--- src/rtl/mbox_pkg.sv ---
package mbox_pkg;

  typedef enum logic [1:0] {
    SEL_MSG  = 2'd0,
    SEL_STAT = 2'd1,
    SEL_IE   = 2'd2,
    SEL_NONE = 2'd3
  } reg_sel_e;

  // status register field layout
  localparam int ST_CNT_W    = 3;
  localparam int ST_FULL_BIT = 3;
  localparam int ST_OVF_BIT  = 4;
  localparam int IE_BIT      = 0;

  typedef struct packed {
    reg_sel_e sel;
    logic     wr;     // write accepted
    logic     rd;     // read accepted (not shadowed by a write)
    logic     upper;  // half access to bits 31:16
    logic     half;   // 16-bit access
  } acc_t;

endpackage

--- src/rtl/mbox_decode.sv ---
module mbox_decode
  import mbox_pkg::*;
(
  input  logic [3:0] addr,
  input  logic       wr,
  input  logic       rd,
  input  logic       half,
  output acc_t       acc
);

  reg_sel_e sel;

  always_comb begin
    unique case (addr[3:2])
      2'd0:    sel = SEL_MSG;
      2'd1:    sel = SEL_STAT;
      2'd2:    sel = SEL_IE;
      default: sel = SEL_NONE;
    endcase
    // odd byte addresses and upper-half addresses of 32-bit accesses are not decoded
    if (addr[0] || (!half && addr[1])) sel = SEL_NONE;
  end

  always_comb begin
    acc.sel   = sel;
    acc.wr    = wr;
    acc.rd    = rd && !wr;
    acc.half  = half;
    acc.upper = half && addr[1];
  end

endmodule

--- src/rtl/mbox_stage.sv ---
module mbox_stage
  import mbox_pkg::*;
#(
  parameter int DW = 32
) (
  input  logic          clk,
  input  logic          rst_n,
  input  acc_t          acc,
  input  logic [DW-1:0] wdata,
  output logic          push,
  output logic          pop,
  output logic [DW-1:0] push_data
);

  localparam int HW = DW / 2;

  logic [HW-1:0] low_q;
  logic          msg_hit;
  logic          commit_edge;

  assign msg_hit     = (acc.sel == SEL_MSG);
  // only the upper half (or a whole word) touches the queue
  assign commit_edge = !acc.half || acc.upper;

  always_ff @(posedge clk or negedge rst_n) begin
    if (!rst_n) begin
      low_q <= '0;
    end else if (acc.wr && msg_hit && acc.half && !acc.upper) begin
      low_q <= wdata[HW-1:0];
    end
  end

  assign push      = acc.wr && msg_hit && commit_edge;
  assign pop       = acc.rd && msg_hit && commit_edge;
  assign push_data = acc.half ? {wdata[HW-1:0], low_q} : wdata;

endmodule

--- src/rtl/mbox_fifo.sv ---
module mbox_fifo #(
  parameter int DEPTH = 4,
  parameter int DW    = 32,
  localparam int PW   = (DEPTH > 1) ? $clog2(DEPTH) : 1,
  localparam int CW   = $clog2(DEPTH + 1)
) (
  input  logic          clk,
  input  logic          rst_n,
  input  logic          push,
  input  logic          pop,
  input  logic [DW-1:0] push_data,
  output logic [DW-1:0] head,
  output logic [CW-1:0] count,
  output logic          full,
  output logic          empty
);

  logic [DW-1:0] mem [DEPTH];
  logic [PW-1:0] wp, rp;
  logic          do_push, do_pop;

  assign full    = (count == CW'(DEPTH));
  assign empty   = (count == '0);
  assign do_push = push && !full;
  assign do_pop  = pop && !empty;
  assign head    = mem[rp];

  function automatic logic [PW-1:0] bump(input logic [PW-1:0] p);
    return (p == PW'(DEPTH - 1)) ? '0 : p + 1'b1;
  endfunction

  for (genvar i = 0; i < DEPTH; i++) begin : g_slot
    always_ff @(posedge clk or negedge rst_n) begin
      if (!rst_n) mem[i] <= '0;
      else if (do_push && wp == PW'(i)) mem[i] <= push_data;
    end
  end

  always_ff @(posedge clk or negedge rst_n) begin
    if (!rst_n) begin
      wp    <= '0;
      rp    <= '0;
      count <= '0;
    end else begin
      if (do_push) wp <= bump(wp);
      if (do_pop)  rp <= bump(rp);
      case ({do_push, do_pop})
        2'b10:   count <= count + 1'b1;
        2'b01:   count <= count - 1'b1;
        default: count <= count;
      endcase
    end
  end

endmodule

--- src/rtl/hw_mailbox.sv ---
module hw_mailbox
  import mbox_pkg::*;
#(
  parameter int DEPTH = 4
) (
  input  logic        clk,
  input  logic        rst_n,
  input  logic [3:0]  bus_addr,
  input  logic        bus_wr,
  input  logic        bus_rd,
  input  logic        bus_half,
  input  logic [31:0] bus_wdata,
  output logic [31:0] bus_rdata,
  output logic        irq_msg
);

  localparam int DW = 32;
  localparam int HW = DW / 2;
  localparam int CW = $clog2(DEPTH + 1);

  acc_t          acc;
  logic          push, pop;
  logic [DW-1:0] push_data, head;
  logic [CW-1:0] fill;
  logic          full, empty;
  logic          ovf_q, ie_q;
  logic          low_wr;
  logic [DW-1:0] word, rd_next;

  mbox_decode u_dec (
    .addr (bus_addr),
    .wr   (bus_wr),
    .rd   (bus_rd),
    .half (bus_half),
    .acc  (acc)
  );

  mbox_stage #(.DW(DW)) u_stage (
    .clk       (clk),
    .rst_n     (rst_n),
    .acc       (acc),
    .wdata     (bus_wdata),
    .push      (push),
    .pop       (pop),
    .push_data (push_data)
  );

  mbox_fifo #(.DEPTH(DEPTH), .DW(DW)) u_fifo (
    .clk       (clk),
    .rst_n     (rst_n),
    .push      (push),
    .pop       (pop),
    .push_data (push_data),
    .head      (head),
    .count     (fill),
    .full      (full),
    .empty     (empty)
  );

  // writes that reach bits 15:0 of a register
  assign low_wr = acc.wr && !acc.upper;

  always_ff @(posedge clk or negedge rst_n) begin
    if (!rst_n) begin
      ovf_q <= 1'b0;
      ie_q  <= 1'b0;
    end else begin
      if (push && full) ovf_q <= 1'b1;
      else if (low_wr && acc.sel == SEL_STAT && bus_wdata[ST_OVF_BIT]) ovf_q <= 1'b0;
      if (low_wr && acc.sel == SEL_IE) ie_q <= bus_wdata[IE_BIT];
    end
  end

  always_comb begin
    word = '0;
    unique case (acc.sel)
      SEL_MSG:  word = empty ? '0 : head;
      SEL_STAT: begin
        word[ST_CNT_W-1:0] = ST_CNT_W'(fill);
        word[ST_FULL_BIT]  = full;
        word[ST_OVF_BIT]   = ovf_q;
      end
      SEL_IE:   word[IE_BIT] = ie_q;
      default:  word = '0;
    endcase
    if (!acc.half)      rd_next = word;
    else if (acc.upper) rd_next = {{HW{1'b0}}, word[DW-1:HW]};
    else                rd_next = {{HW{1'b0}}, word[HW-1:0]};
  end

  always_ff @(posedge clk or negedge rst_n) begin
    if (!rst_n)      bus_rdata <= '0;
    else if (acc.rd) bus_rdata <= rd_next;
  end

  assign irq_msg = ie_q && !empty;

endmodule

--- config.mk ---
export PLATFORM = sky130hd
export DESIGN_NAME = hw_mailbox
export DESIGN_NICKNAME = d
export VERILOG_FILES = /design/src/rtl/mbox_pkg.sv /design/src/rtl/mbox_decode.sv /design/src/rtl/mbox_stage.sv /design/src/rtl/mbox_fifo.sv /design/src/rtl/hw_mailbox.sv
export SDC_FILE = /design/constraint.sdc
export NUM_CORES = 1
export LEC_CHECK = 0
export BUFFER_PORTS_ARGS = -buffer_cell sky130_fd_sc_hd__buf_2
export CAP_MARGIN = 5
export CELL_PAD_IN_SITES_DETAIL_PLACEMENT = 0
export CELL_PAD_IN_SITES_GLOBAL_PLACEMENT = 2
export CORE_ASPECT_RATIO = 1.75
export CORE_MARGIN = 2
export CORE_UTILIZATION = 41
export CTS_BUF_LIST = sky130_fd_sc_hd__clkbuf_8
export DETAILED_ROUTE_END_ITERATION = 7
export GPL_ROUTABILITY_DRIVEN = 0
export PLACE_DENSITY_LB_ADDON = 0.1
export SLEW_MARGIN = 20
export SYNTH_ARGS = -nofsm -noshare
export SYNTH_HDL_FRONTEND = slang
export SYNTH_SLANG_ARGS = --single-unit
--- constraint.sdc ---
create_clock -name clk -period 2.8 [get_ports clk]
set_clock_uncertainty 0.05 [all_clocks]
set_input_delay 0.14 -clock clk [delete_from_list [all_inputs] [get_ports clk]]
set_output_delay 0.14 -clock clk [all_outputs]
set_load 0.03 [all_outputs]
Yosys cells after proc, flatten, opt, wreduce, memory -nomap -nowiden
Cells that the tools add are included.
{ "classes": {"n_reduce_logical": 34, "n_lt_le_gt_ge": 1, "n_mux": 17, "bitwise_logic": 1, "n_eq_ne": 11, "n_addsub": 4} }
{ "ops": {"columns": ["operator", "count"], "rows": [
  ["32-bit 2-to-1 mux", 5],
  ["32-bit binary-select mux with 2-bit select", 1],
  ["27-bit 2-to-1 mux", 1],
  ["1-bit logical AND", 21],
  ["16-bit 2-to-1 mux", 1],
  ["2-bit equality test (second input constant)", 6],
  ["2-bit by 1-bit equality test with 1-bit output (second input constant)", 4],
  ["4-bit one-hot mux with 2 select lines", 1],
  ["2-bit logical NOT", 3],
  ["2-bit 2-to-1 mux", 3],
  ["2-bit one-hot mux with 3 select lines", 1],
  ["3-bit one-hot mux with 2 select lines", 1],
  ["1-bit logical NOT", 5],
  ["2-bit by 1-bit adder with 2-bit output (second input constant)", 2],
  ["2-bit nonzero test", 2],
  ["3-bit by 1-bit adder with 3-bit output (second input constant)", 1],
  ["3-bit equality test (second input constant)", 1],
  ["3-bit >= comparator (second input constant)", 1],
  ["3-bit logical NOT", 1],
  ["2-bit inverter with 3-bit output", 1],
  ["1-bit one-hot mux with 3 select lines", 1],
  ["3-bit by 1-bit subtractor with 3-bit output (second input constant)", 1],
  ["1-bit logical OR", 2],
  ["1-bit 2-to-1 mux", 2]
]} }
{ "totals": {"wordCells": 79, "inputBits": 41, "register_bits": 185, "output_inout_bits": 33} }

Depth between registers and ports, before layout
Gate-level depths: netlist of run 1.
{ "depth": {"depth_word": 10, "depth_mapped": 10} }

Modules after synthesis
Synthesis of run 1 repeated with hierarchy kept, for this count alone.
{ "hier_totals": {"cells_unflattened": 558, "hier_area_um2": 8677.1} }
{ "modules_own_cells": {"columns": ["module", "cells_each", "seq_area_each_um2", "n_inst", "area_each_um2"], "rows": [
  ["mbox_fifo", 351, 3378.2, 1, 5988.2],
  ["hw_mailbox", 126, 850.8, 1, 1567.8],
  ["mbox_stage", 74, 400.4, 1, 1066.0],
  ["mbox_decode", 7, 0.0, 1, 55.1]
]} }

Worst setup path after synthesis of run 1
No wires, ideal clock.
{ "synth_path": {"path_type": "flip-flop to flip-flop", "from": "register u_fifo.count[2]", "to": "register u_fifo.count[2]", "path_slack_ns": 0.444, "period_less_slack_ns": 2.356, "n_path_buf": 0, "arrival_ns": 2.227, "setup_time_ns": 0.079, "stages_incl_launch_ff": 10, "path_cell_list": "dfrtp_1 nor3_1 or4b_4 nor3_4 ha_1 inv_1 fa_1 xor2_1 nor2_1 xor2_1"} }
{ "synth_between": {"elab_chain_cells": 5} }
{ "synth_lines": {"columns": ["element", "line_no", "rtl"], "rows": [
  ["start, declared", "mbox_fifo.sv:13", "output logic [CW-1:0] count,"],
  ["start signal, assigned", "mbox_fifo.sv:48", "2'b10: count <= count + 1'b1;"],
  ["start signal, assigned", "mbox_fifo.sv:49", "2'b01: count <= count - 1'b1;"],
  ["start signal, assigned", "mbox_fifo.sv:50", "default: count <= count;"],
  ["3-bit logical NOT *", "mbox_fifo.sv:23", "assign empty = (count == '0);"],
  ["1-bit logical NOT *", "mbox_fifo.sv:25", "assign do_pop = pop && !empty;"],
  ["1-bit logical AND *", "mbox_fifo.sv:25", null],
  ["via u_fifo.do_pop", "mbox_fifo.sv:20", "logic do_push, do_pop;"],
  ["2-bit by 1-bit equality test with 1-bit output or 2-bit equality test (tied branches)", "mbox_fifo.sv:47", "case ({do_push, do_pop})"],
  ["3-bit one-hot mux with 2 select lines or 2-bit nonzero test (tied branches)", null, null]
]} }
Mark *: on every way through the listed nets, which the timed path passes. The rest lies on a longest branch.
A chain may end at the register's enable or synchronous reset.

Worst setup path in the final report of run 1
{ "layout_path": {"from": "register u_fifo.count[0]", "to": "register u_fifo.count[2]"} }
Same word-level chain as after synthesis.

==> results of run 1 <==
[metal layers]
| layer | GRT usage | up-vias | wire, µm |
|---|---|---|---|
| met2 | 0.377 | 142 | 11400 |
| li1 | - | 2853 | - |
| met4 | 0.0926 | 0 | 767 |
| met5 | 0 | - | 0 |
| met3 | 0.0427 | 37 | 812 |
| met1 | 0.262 | 2972 | 9390 |
[cells in the final DEF (no fill, tap or decap), types with 10 or more instances in the layout]
cell           count
mux2_2            20
nand2_1          131
inv_1             10
a32o_1            12
buf_4             16
buf_2             72
dfrtp_1          184
mux2i_1           90
clkbuf_8          20
dlygate4sd3_1     34
a22oi_1           22
a22o_1            16
o21ai_0          111
o21ai_1           18
[final cells by class]
type / count / area (µm²)
clock buffers: 20 / 275
clock inverters: 12 / 134
fillers: 1883 / 10300
inverters: 5 / 18.8
multi-input cells: 499 / 3460
flip-flops and latches: 185 / 4630
well taps: 248 / 310
repair buffers: 131 / 992
[timing repair]
item                                   4_1_cts  5_1_grt
hold buffers                                34        0
endpoints found under the hold margin      136        0
buffers inserted                             0        0
[stage by stage]
stage	hold slack [ns]	utilization
6_report	0.0587	0.488
5_1_grt	0.0587	0.488
2_1_floorplan	-0.206	-
3_3_place_gp	0.0817	0.451
4_1_cts	0.0197	0.488
3_5_place_dp	0.0953	0.451
[worst min-delay path, delay by kind of cell]
family | cells | cell delay [ns]
buffers and inverters | 1 | 0.16
AND/OR/NAND/NOR | 2 | 0.15
AO/OA/AOI/OAI | 1 | 0.08
[power by group through the flow]
stage	clock network [µW]	registers, µW	logic, µW
after floorplan	0	3610	1530
after global routing	2030	3760	2430
after global placement	0	3700	2140
after detailed placement	0	3730	2180
after CTS	1930	3680	2220
final	1860	3670	2180
[kinds of logic after synthesis]
family          count (synthesis)  synth area share
buf+inv                        57            0.0319
simple gates                  173            0.0954
flops                         185             0.554
xor+xnor                        4           0.00509
mux                           119             0.159
fa+ha+maj                       7            0.0114
compound gates                196             0.143
[state kept, by name, indices dropped and copies added (netlist names)]
| register | cells |
|---|---|
| u_stage.low_q | 16 |
| u_fifo.count | 3 |
| bus_rdata | 32 |
| u_fifo.rp | 2 |
| u_fifo.mem | 128 |
| u_fifo.wp | 2 |
| ovf_q | 1 |
| ie_q | 1 |
[final timing paths]
| kind | startpoint | end | slack, ns | cells after the start |
|---|---|---|---|---|
| max in group asynchronous | rst_n | u_fifo.mem[61] | 1.66 | 3 |
| hold / removal | bus_addr[3] | bus_rdata[0] | 0.06 | 4 |
| min in group asynchronous | rst_n | u_stage.low_q[2] | 0.13 | 2 |
| setup reg to reg | u_fifo.count[0] | u_fifo.count[2] | 0.24 | 9 |
| setup / recovery | u_fifo.count[0] | u_fifo.count[2] | 0.24 | 9 |
| hold reg to reg | u_fifo.mem[112] | u_fifo.mem[112] | 0.43 | 2 |
==> summary.txt, run 1 <==
Setup path
  • Delay-heaviest family, CP: simple AND/OR/NAND/NOR gates
  • Worst Setup Start Kind: flop
  • CP dominant cell by count: xor2_1
  • Max incr delay on CP: 0.56 ns
  • Crit-path max FO: 5
  • CP Class: reg -> reg
  • WP data required: 3.15 ns
  • Crit path cell chain: nor3_1 > or4b_4 > nor3_4 > ha_1 > inv_1 > fa_1 > xor2_1 > nor2_1 > xor2_1
  • Slowest cell on the critical path: or4b_4
  • Worst Path Buf+Inv: 1
  • CP Capture Type: flop
  • Worst path arrival time: 2.91 ns

STA
  • Setup_tns: 0 ns
  • Slew Limit Headroom: 0.458
  • Final Hold Viols: 0
  • Unrepaired setup endpoints after global routing: false
  • Fin crit period: 2.56 ns
  • Max Slew Vio Count: 0
  • Post-route setup slack: 0.237 ns
  • Worst-margin pin slew: 0.802 ns
  • Crit share post-route: 0.915
  • Final setup violation count: 0
  • Fmax: 390 MHz

Clock tree
  • Clock Latency Late Sink: 0.48 ns
  • Htree depth: 4
  • Buffer type at the clock tree root: clkbuf_8
  • CTS tree: yes
  • Clk pin slew, worst setup/hold paths: 0.09 ns
  • Clock tree buffer depth: 2
  • TritonCTS buffer count: 17
  • Sink Count: 185
  • PostCTS Resize Cnt: 0

Pwr
  • Switching Share: 0.329
  • Leak: 0.00459 µW
  • Comb power frac: 0.283
  • Sw power: 2530 µW
  • Part of the power in registers: 0.476
  • Peak supply drop: 0.410 mV
  • Total internal power: 5180 µW
  • Final Power: 7710 µW
  • Clock network power share: 0.241
  • PwrDens: 786 mW/mm²

Logic synthesis
  • Syn_area_per_cell: 11.3 µm²
  • Synth Cell Area: 0.00835 mm²
  • Synth cell count leaders: dfrtp_1, nand2_1, o21ai_0
  • Post-synth EDFFs: 0
  • Synth warnings: 0
  • Synth cell types: 43
  • Synth Register Bits: 185
  • Post-synth top area cell: dfrtp_1
  • Syn nets: 789
  • Post-synthesis sequential area ratio: 0.554
  • Most common cell in the synthesized netlist: dfrtp_1
  • Gate Count Post-Synth: 741
  • Area fraction of the dominant cell type after synthesis: 0.554
  • Area contributors post-synth: dfrtp_1, mux2i_1, o21ai_0, nand2_1, mux2_2
  • Top_reg_cell synth: dfrtp_1
  • Share of flip-flops with an asynchronous set or reset: 1.00

Floorplanning
  • Core Footprint: 0.0201 mm²
  • Row Count: 69
  • IO Pins: 74
  • Chip width: 112 µm
  • Die area: 0.0216 mm²
  • Initial core utilization: 0.415
  • Die Height: 193 µm

Detailed routing
  • Detailed Route Iter0 Violations: 332
  • WL/cell: 20.3 µm
  • Pre-antenna DRT Iters: 5
  • Vias post-DR: 6,004
  • Post-route ant nets: 0
  • DR vias/cell: 5.46
  • Remaining DRCs: 0
  • Routed wire length: 22,400 µm

Place
  • Area post-placement: 0.00907 mm²
  • Dpl cells: 1,034
  • IO buf count: 73
  • Dpl ws: 0.257 ns
  • Detail Placement HPWL: 14,300 µm

GRT
  • First-pass GRT wire length: 35,200 µm
  • Initial antenna violation count: 0
  • All-Layer GR Usage: 0.217
  • Vias in the first global route: 6,215
  • GR Overflow Total: 0
  • Largest net degree at the start of global routing: 68

Final layout
  • Cell area after layout: 0.00982 mm²
  • Antenna Cells: 0
  • Layout cell share with drive strength beyond 1: 0.192
  • Synthesis-to-finish area growth: 17.5%
  • Final #Nets: 887
  • Post-Layout Cell Count: 1,100

Outcome
  • Status: finished clean

Job
  • Max-cap violations: 0

Worst hold path
  • Min-delay worst type: in -> reg
Note: power is estimated with default switching activity, not from simulation.
==> inputs of run 2 (changes only) <==
- GPL_ROUTABILITY_DRIVEN: 0 -> 1
- RECOVER_POWER: unset -> 50
- SLEW_MARGIN: 20 -> unset
==> run 2 against run 1 <==
Compared with the run above: core utilization shrank 0.16 points; via count is essentially flat; register-to-register slack is essentially flat; count of clock-buffer cells in the layout is the same; first-iteration DRC count shrank 1.8%; critical path depth is the same; routed wire length is essentially flat; final cell count is the same; sequential share of layout area grew 0.15 points; critical endpoint unchanged; largest power group unchanged.
==> summary.txt, run 2 (synthesis results as in run 1) <==
Clock tree
  • CTS tree: yes
  • Post-CTS Setup Inserts: 0 (unchanged)
  • PostCTS Resize Cnt: 0 (unchanged)
  • Clock Latency Late Sink: 0.48 ns (about the same)
  • Clk pin slew, worst setup/hold paths: 0.09 ns (about the same)
  • TritonCTS buffer count: 17 (unchanged)
  • Buffer type at the clock tree root: clkbuf_8
  • Hold buffer count at CTS: 34 (unchanged)
  • Htree depth: 4 (unchanged)
  • Clock tree buffer depth: 2 (unchanged)
  • Sink Count: 185 (unchanged)

Floorplanning
  • Chip width: 112 µm (unchanged)
  • Die Height: 193 µm (unchanged)
  • Core Footprint: 0.0201 mm² (unchanged)
  • Initial core utilization: 0.415 (unchanged)
  • Row Count: 69 (unchanged)
  • Die area: 0.0216 mm² (unchanged)
  • IO Pins: 74 (unchanged)

Place
  • IO buf count: 73 (unchanged)
  • Detail Placement HPWL: 14,300 µm (unchanged)
  • GP Congestion: 0.868

STA
  • Fin crit period: 2.56 ns (unchanged)
  • Crit share post-route: 0.915 (unchanged)
  • Unrepaired setup endpoints after global routing: false
  • Final Hold Viols: 0 (unchanged)
  • Fmax: 390 MHz (unchanged)
  • Worst-margin pin slew: 1.46 ns (+0.660 ns)
  • Setup_tns: 0 ns (unchanged)
  • Max Slew Vio Count: 0 (unchanged)
  • Slew Limit Headroom: 0.0254 (-0.432)
  • Final setup violation count: 0 (unchanged)

GRT
  • GR Overflow Total: 0 (unchanged)
  • Initial antenna violation count: 0 (unchanged)
  • Vias in the first global route: 6,215 (unchanged)
  • Largest net degree at the start of global routing: 68 (unchanged)
  • First-pass GRT wire length: 35,200 µm (unchanged)
  • All-Layer GR Usage: 0.217 (unchanged)

Final layout
  • Layout cell share with drive strength beyond 1: 0.174 (-0.0188)
  • Fill cell count: 1,891 (+0.42%)
  • Most frequent cells in the layout: dfrtp_1, nand2_1, o21ai_0
  • Most common cell after layout, fill and taps aside: dfrtp_1
  • Reg with most FFs: u_fifo.mem
  • Final #Nets: 887 (unchanged)
  • Antenna Cells: 0 (unchanged)
  • Max FFs per register: 128 (unchanged)
  • Synthesis-to-finish area growth: 17.2%
  • Top Registers: u_fifo.mem: 128 flops, bus_rdata: 32 flops, u_stage.low_q: 16 flops

Detailed routing
  • Post-route ant nets: 0 (unchanged)
  • Detailed Route Iter0 Violations: 326 (-1.8%)
  • Remaining DRCs: 0 (unchanged)
  • Routed wire length: 22,400 µm (about the same)
  • Vias post-DR: 6,009 (+0.083%)
  • Pre-antenna DRT Iters: 5 (unchanged)
  • WL/cell: 20.3 µm (about the same)
  • DR vias/cell: 5.46 (about the same)

Pwr
  • PwrDens: 788 mW/mm² (+0.22%)
  • Leak: 0.00452 µW (-1.5%)
  • Final Power: 7710 µW (-0.10%)
  • Peak supply drop: 0.410 mV (about the same)

Setup path
  • CP Capture Type: flop
  • Worst Setup Start Kind: flop
  • Crit-path max FO: 5 (unchanged)
  • CP Class: reg -> reg
  • Worst path arrival time: 2.91 ns (about the same)
  • WP data required: 3.15 ns (about the same)

Worst hold path
  • Min-delay worst type: in -> reg

Job
  • Max-cap violations: 0 (unchanged)

Outcome
  • Status: finished clean
-- run 2: where the power goes --
group	internal, µW	total (µW)	switching (µW)	leakage (µW)
clock	935	1860	923	0.000221
combinational	984	2170	1190	0.00181
sequential	3260	3670	419	0.00249
-- run 2: per-stage QoR --
step	utilization	instances	setup WS (ns)	hold slack, ns	instance area [µm²]
after global placement	0.451	1034	0.288	0.0817	9070
after detailed placement	0.451	1034	0.257	0.0953	9070
final	0.486	1100	0.237	0.0573	9790
after global routing	0.486	1100	0.0581	0.0587	9790
after CTS	0.488	1100	0.217	0.0197	9820
after floorplan	-	741	0.444	-0.206	8350
-- run 2: worst paths after layout --
path / from / to / cells past startpoint / slack, ns
setup / recovery: u_fifo.count[0] / u_fifo.count[2] / 9 / 0.24
hold / removal: bus_addr[3] / bus_rdata[0] / 4 / 0.06
setup reg to reg: u_fifo.count[0] / u_fifo.count[2] / 9 / 0.24
hold reg to reg: u_fifo.mem[112] / u_fifo.mem[112] / 2 / 0.43
max in group asynchronous: rst_n / u_fifo.mem[61] / 3 / 0.57
min in group asynchronous: rst_n / u_stage.low_q[2] / 2 / 0.48
-- run 2: final cells by class --
class,instances,area [µm²],area share
Sequential cell,185,4630,0.473
Timing Repair Buffer,131,961,0.0982
Tap cell,248,310,0.0317
Clock buffer,20,275,0.0281
Multi-Input combinational cell,499,3460,0.353
Clock inverter,12,134,0.0137
Inverter,5,18.8,0.00192
-- run 2: metal layers --
metal	vias to the layer above	track usage	wire (µm)
li1	2854	-	-
met1	2974	0.262	9380
met2	144	0.377	11400
met3	37	0.0427	803
met4	0	0.0926	767
met5	-	0	0
-- run 2: critical path, stage by stage, from the launching register on --
cell	delay, ns
dfrtp_1	0.43
nor3_1	0.10
or4b_4	0.56
nor3_4	0.26
ha_1	0.23
inv_1	0.06
fa_1	0.37
xor2_1	0.15
nor2_1	0.12
xor2_1	0.16
==> inputs of run 3 (changes only) <==
- CORE_UTILIZATION: 41 -> 37
- clock period: 2.8 -> 2.1 ns (I/O delays scaled with it)
==> run 3 against run 2 <==
Compared with the run above: the run now ends with setup timing left; sequential share of layout area is 1.2 points lower; maximum frequency is 16% higher; sequential power increased by 30%; register-to-register slack lost 0.35 ns; routed wire length rose by 1.7%.
==> summary.txt, run 3 (synthesis results as in run 1) <==
Outcome
  • Status: complete, but fails checks
  • Failing checks: setup timing

Detailed routing
  • Detailed Route Iter0 Violations: 316 (-3.1%)
  • Routed wire length: 22,800 µm (+1.7%)
  • Remaining DRCs: 0 (unchanged)
  • Vias post-DR: 6,062 (+0.88%)
  • DR vias/cell: 5.18 (-5.2%)
  • Post-route ant nets: 0 (unchanged)
  • Pre-antenna DRT Iters: 4 (-1)
  • WL/cell: 19.4 µm (-4.4%)

Final layout
  • Synthesis-to-finish area growth: 20.1%
  • Final #Nets: 911 (+2.7%)
  • Top Registers: u_fifo.mem: 128 flops, bus_rdata: 32 flops, u_stage.low_q: 16 flops
  • Layout cell share with drive strength beyond 1: 0.223 (+0.0491)
  • Most frequent cells in the layout: dfrtp_1, nand2_1, o21ai_0
  • Reg with most FFs: u_fifo.mem
  • Most common cell after layout, fill and taps aside: dfrtp_1
  • Max FFs per register: 128 (unchanged)
  • Antenna Cells: 0 (unchanged)

STA
  • Crit share post-route: 1.05 (+0.140)
  • Setup_tns: -0.127 ns (-0.127 ns)
  • Unrepaired setup endpoints after global routing: true
  • Post-route setup slack: -0.115 ns (-0.352 ns)
  • Worst-margin pin slew: 1.10 ns (-0.363 ns)
  • Final Hold Viols: 0 (unchanged)
  • Fin crit period: 2.22 ns (-0.348 ns)
  • Final setup violation count: 2 (+2)
  • Max Slew Vio Count: 0 (unchanged)
  • Fmax: 451 MHz (+16%)
  • Slew Limit Headroom: 0.267 (+0.242)

Clock tree
  • Htree depth: 4 (unchanged)
  • Buffer type at the clock tree root: clkbuf_8
  • CTS tree: yes
  • TritonCTS buffer count: 17 (unchanged)
  • Clk pin slew, worst setup/hold paths: 0.08 ns (about the same)
  • Clock tree buffer depth: 2 (unchanged)
  • Sink Count: 185 (unchanged)
  • Clock Latency Late Sink: 0.47 ns (about the same)

Setup path
  • CP Capture Type: flop
  • Worst Setup Start Kind: flop
  • Reg2Reg Depth: 9 (unchanged)
  • Reg2reg setup slack: -0.12 ns (-0.35 ns)
  • CP Class: reg -> reg
  • Crit. Startpoint: u_fifo.count[1]
  • R2r endpoint: u_fifo.count[2]
  • WP data required: 2.43 ns (-0.72 ns)
  • CP endpoint: u_fifo.count[2]
  • Crit-path max FO: 2 (-3)
  • Worst path arrival time: 2.55 ns (-0.36 ns)
  • Worst flop-to-flop path startpoint: u_fifo.count[1]

Worst hold path
  • Hold_sp: bus_wr
  • WHS Path Cells: 4 (unchanged)
  • Min-delay worst type: in -> reg

GRT
  • Largest net degree at the start of global routing: 65 (-4.4%)
  • Initial antenna violation count: 0 (unchanged)
  • First-pass GRT wire length: 36,500 µm (+3.6%)
  • Vias in the first global route: 6,389 (+2.8%)
  • All-Layer GR Usage: 0.202 (-0.0142)
  • GR Overflow Total: 0 (unchanged)

Place
  • GP Congestion: 0.843 (-2.9%)
  • IO buf count: 73 (unchanged)
  • Detail Placement HPWL: 14,600 µm (+2.2%)

Floorplanning
  • Chip width: 118 µm (+5.1%)
  • IO Pins: 74 (unchanged)
  • Core Footprint: 0.0222 mm² (+10%)
  • Die Height: 203 µm (+5.2%)
  • Die area: 0.0238 mm² (+10%)
  • Row Count: 72 (+4.3%)
  • Initial core utilization: 0.377 (-0.0383)

Pwr
  • Leak: 0.00470 µW (+3.9%)
  • PwrDens: 1030 mW/mm² (+31%)
  • Peak supply drop: 0.465 mV (+13%)
  • Final Power: 10,300 µW (+34%)

Job
  • Max-cap violations: 0 (unchanged)
run 3: changes by cell type in the layout (fill, tap and decap cells not counted), moves of 2 or more:
cell | previous run | this run
buf_4 | 14 | 37
inv_1 | 10 | 5
clkbuf_1 | 16 | 1
clkinvlp_4 | 2 | 0
clkinv_2 | 2 | 8
buf_2 | 56 | 72
run 3: layout make-up:
type	count	area [µm²]
Inverter	5	18.8
Sequential cell	185	4630
Timing Repair Buffer	155	1170
Tap cell	296	370
Fill cell	2143	12100
Multi-Input combinational cell	499	3470
Clock buffer	20	275
Clock inverter	11	104
run 3: metal layers:
| layer | vias to the layer above | part of all wire | GRT usage |
|---|---|---|---|
| met5 | - | 0 | 0 |
| met2 | 139 | 0.53 | 0.364 |
| met3 | 24 | 0.041 | 0.0354 |
| li1 | 2891 | - | - |
| met1 | 3008 | 0.41 | 0.243 |
| met4 | 0 | 0.021 | 0.0727 |
run 3: critical path: stages, from the launching register on:
cell	delay, ns
dfrtp_1	0.37
nor3_2	0.06
or4b_4	0.53
nor3_4	0.15
ha_2	0.21
inv_2	0.04
fa_2	0.32
xor2_1	0.14
nor2_1	0.11
xor2_1	0.15
run 3: power breakdown:
group / internal, µW / total [µW] / leakage, µW / switching, µW
Sequential: 4340 / 4770 / 0.00249 / 429
Clock: 1120 / 2350 / 0.000209 / 1230
Combinational: 1450 / 3190 / 0.00200 / 1740
Total: 6910 / 10300 / 0.00470 / 3400
run 3: how the worst min path moves through the flow:
stage               slack (ns)              end
floorplan                -0.24     bus_rdata[0]
global placement          0.01  u_fifo.mem[116]
detailed placement        0.02   u_fifo.mem[52]
CTS                       0.03            ovf_q
global route              0.05            ovf_q
finish                    0.07            ovf_q
run 3: what timing repair did:
item | CTS | global route
gates resized for setup | 1 | 0
hold buffers | 33 | 0
hold endpoints to repair | 302 | 0
setup endpoints to repair | 2 | 2
setup buffers | 2 | 1
pin swaps | 1 | 1
run 3: through the flow:
stage	std cells	setup slack [ns]	hold slack, ns	utilization	cell area, µm²
finish	1171	-0.115	0.0679	0.453	10000
global route	1171	-0.273	0.0545	0.453	10000
CTS	1170	-0.134	0.0287	0.454	10100
detailed placement	1104	-0.189	0.0180	0.421	9340
global placement	1104	-0.154	0.0104	0.421	9340
floorplan	741	-0.199	-0.241	-	8360
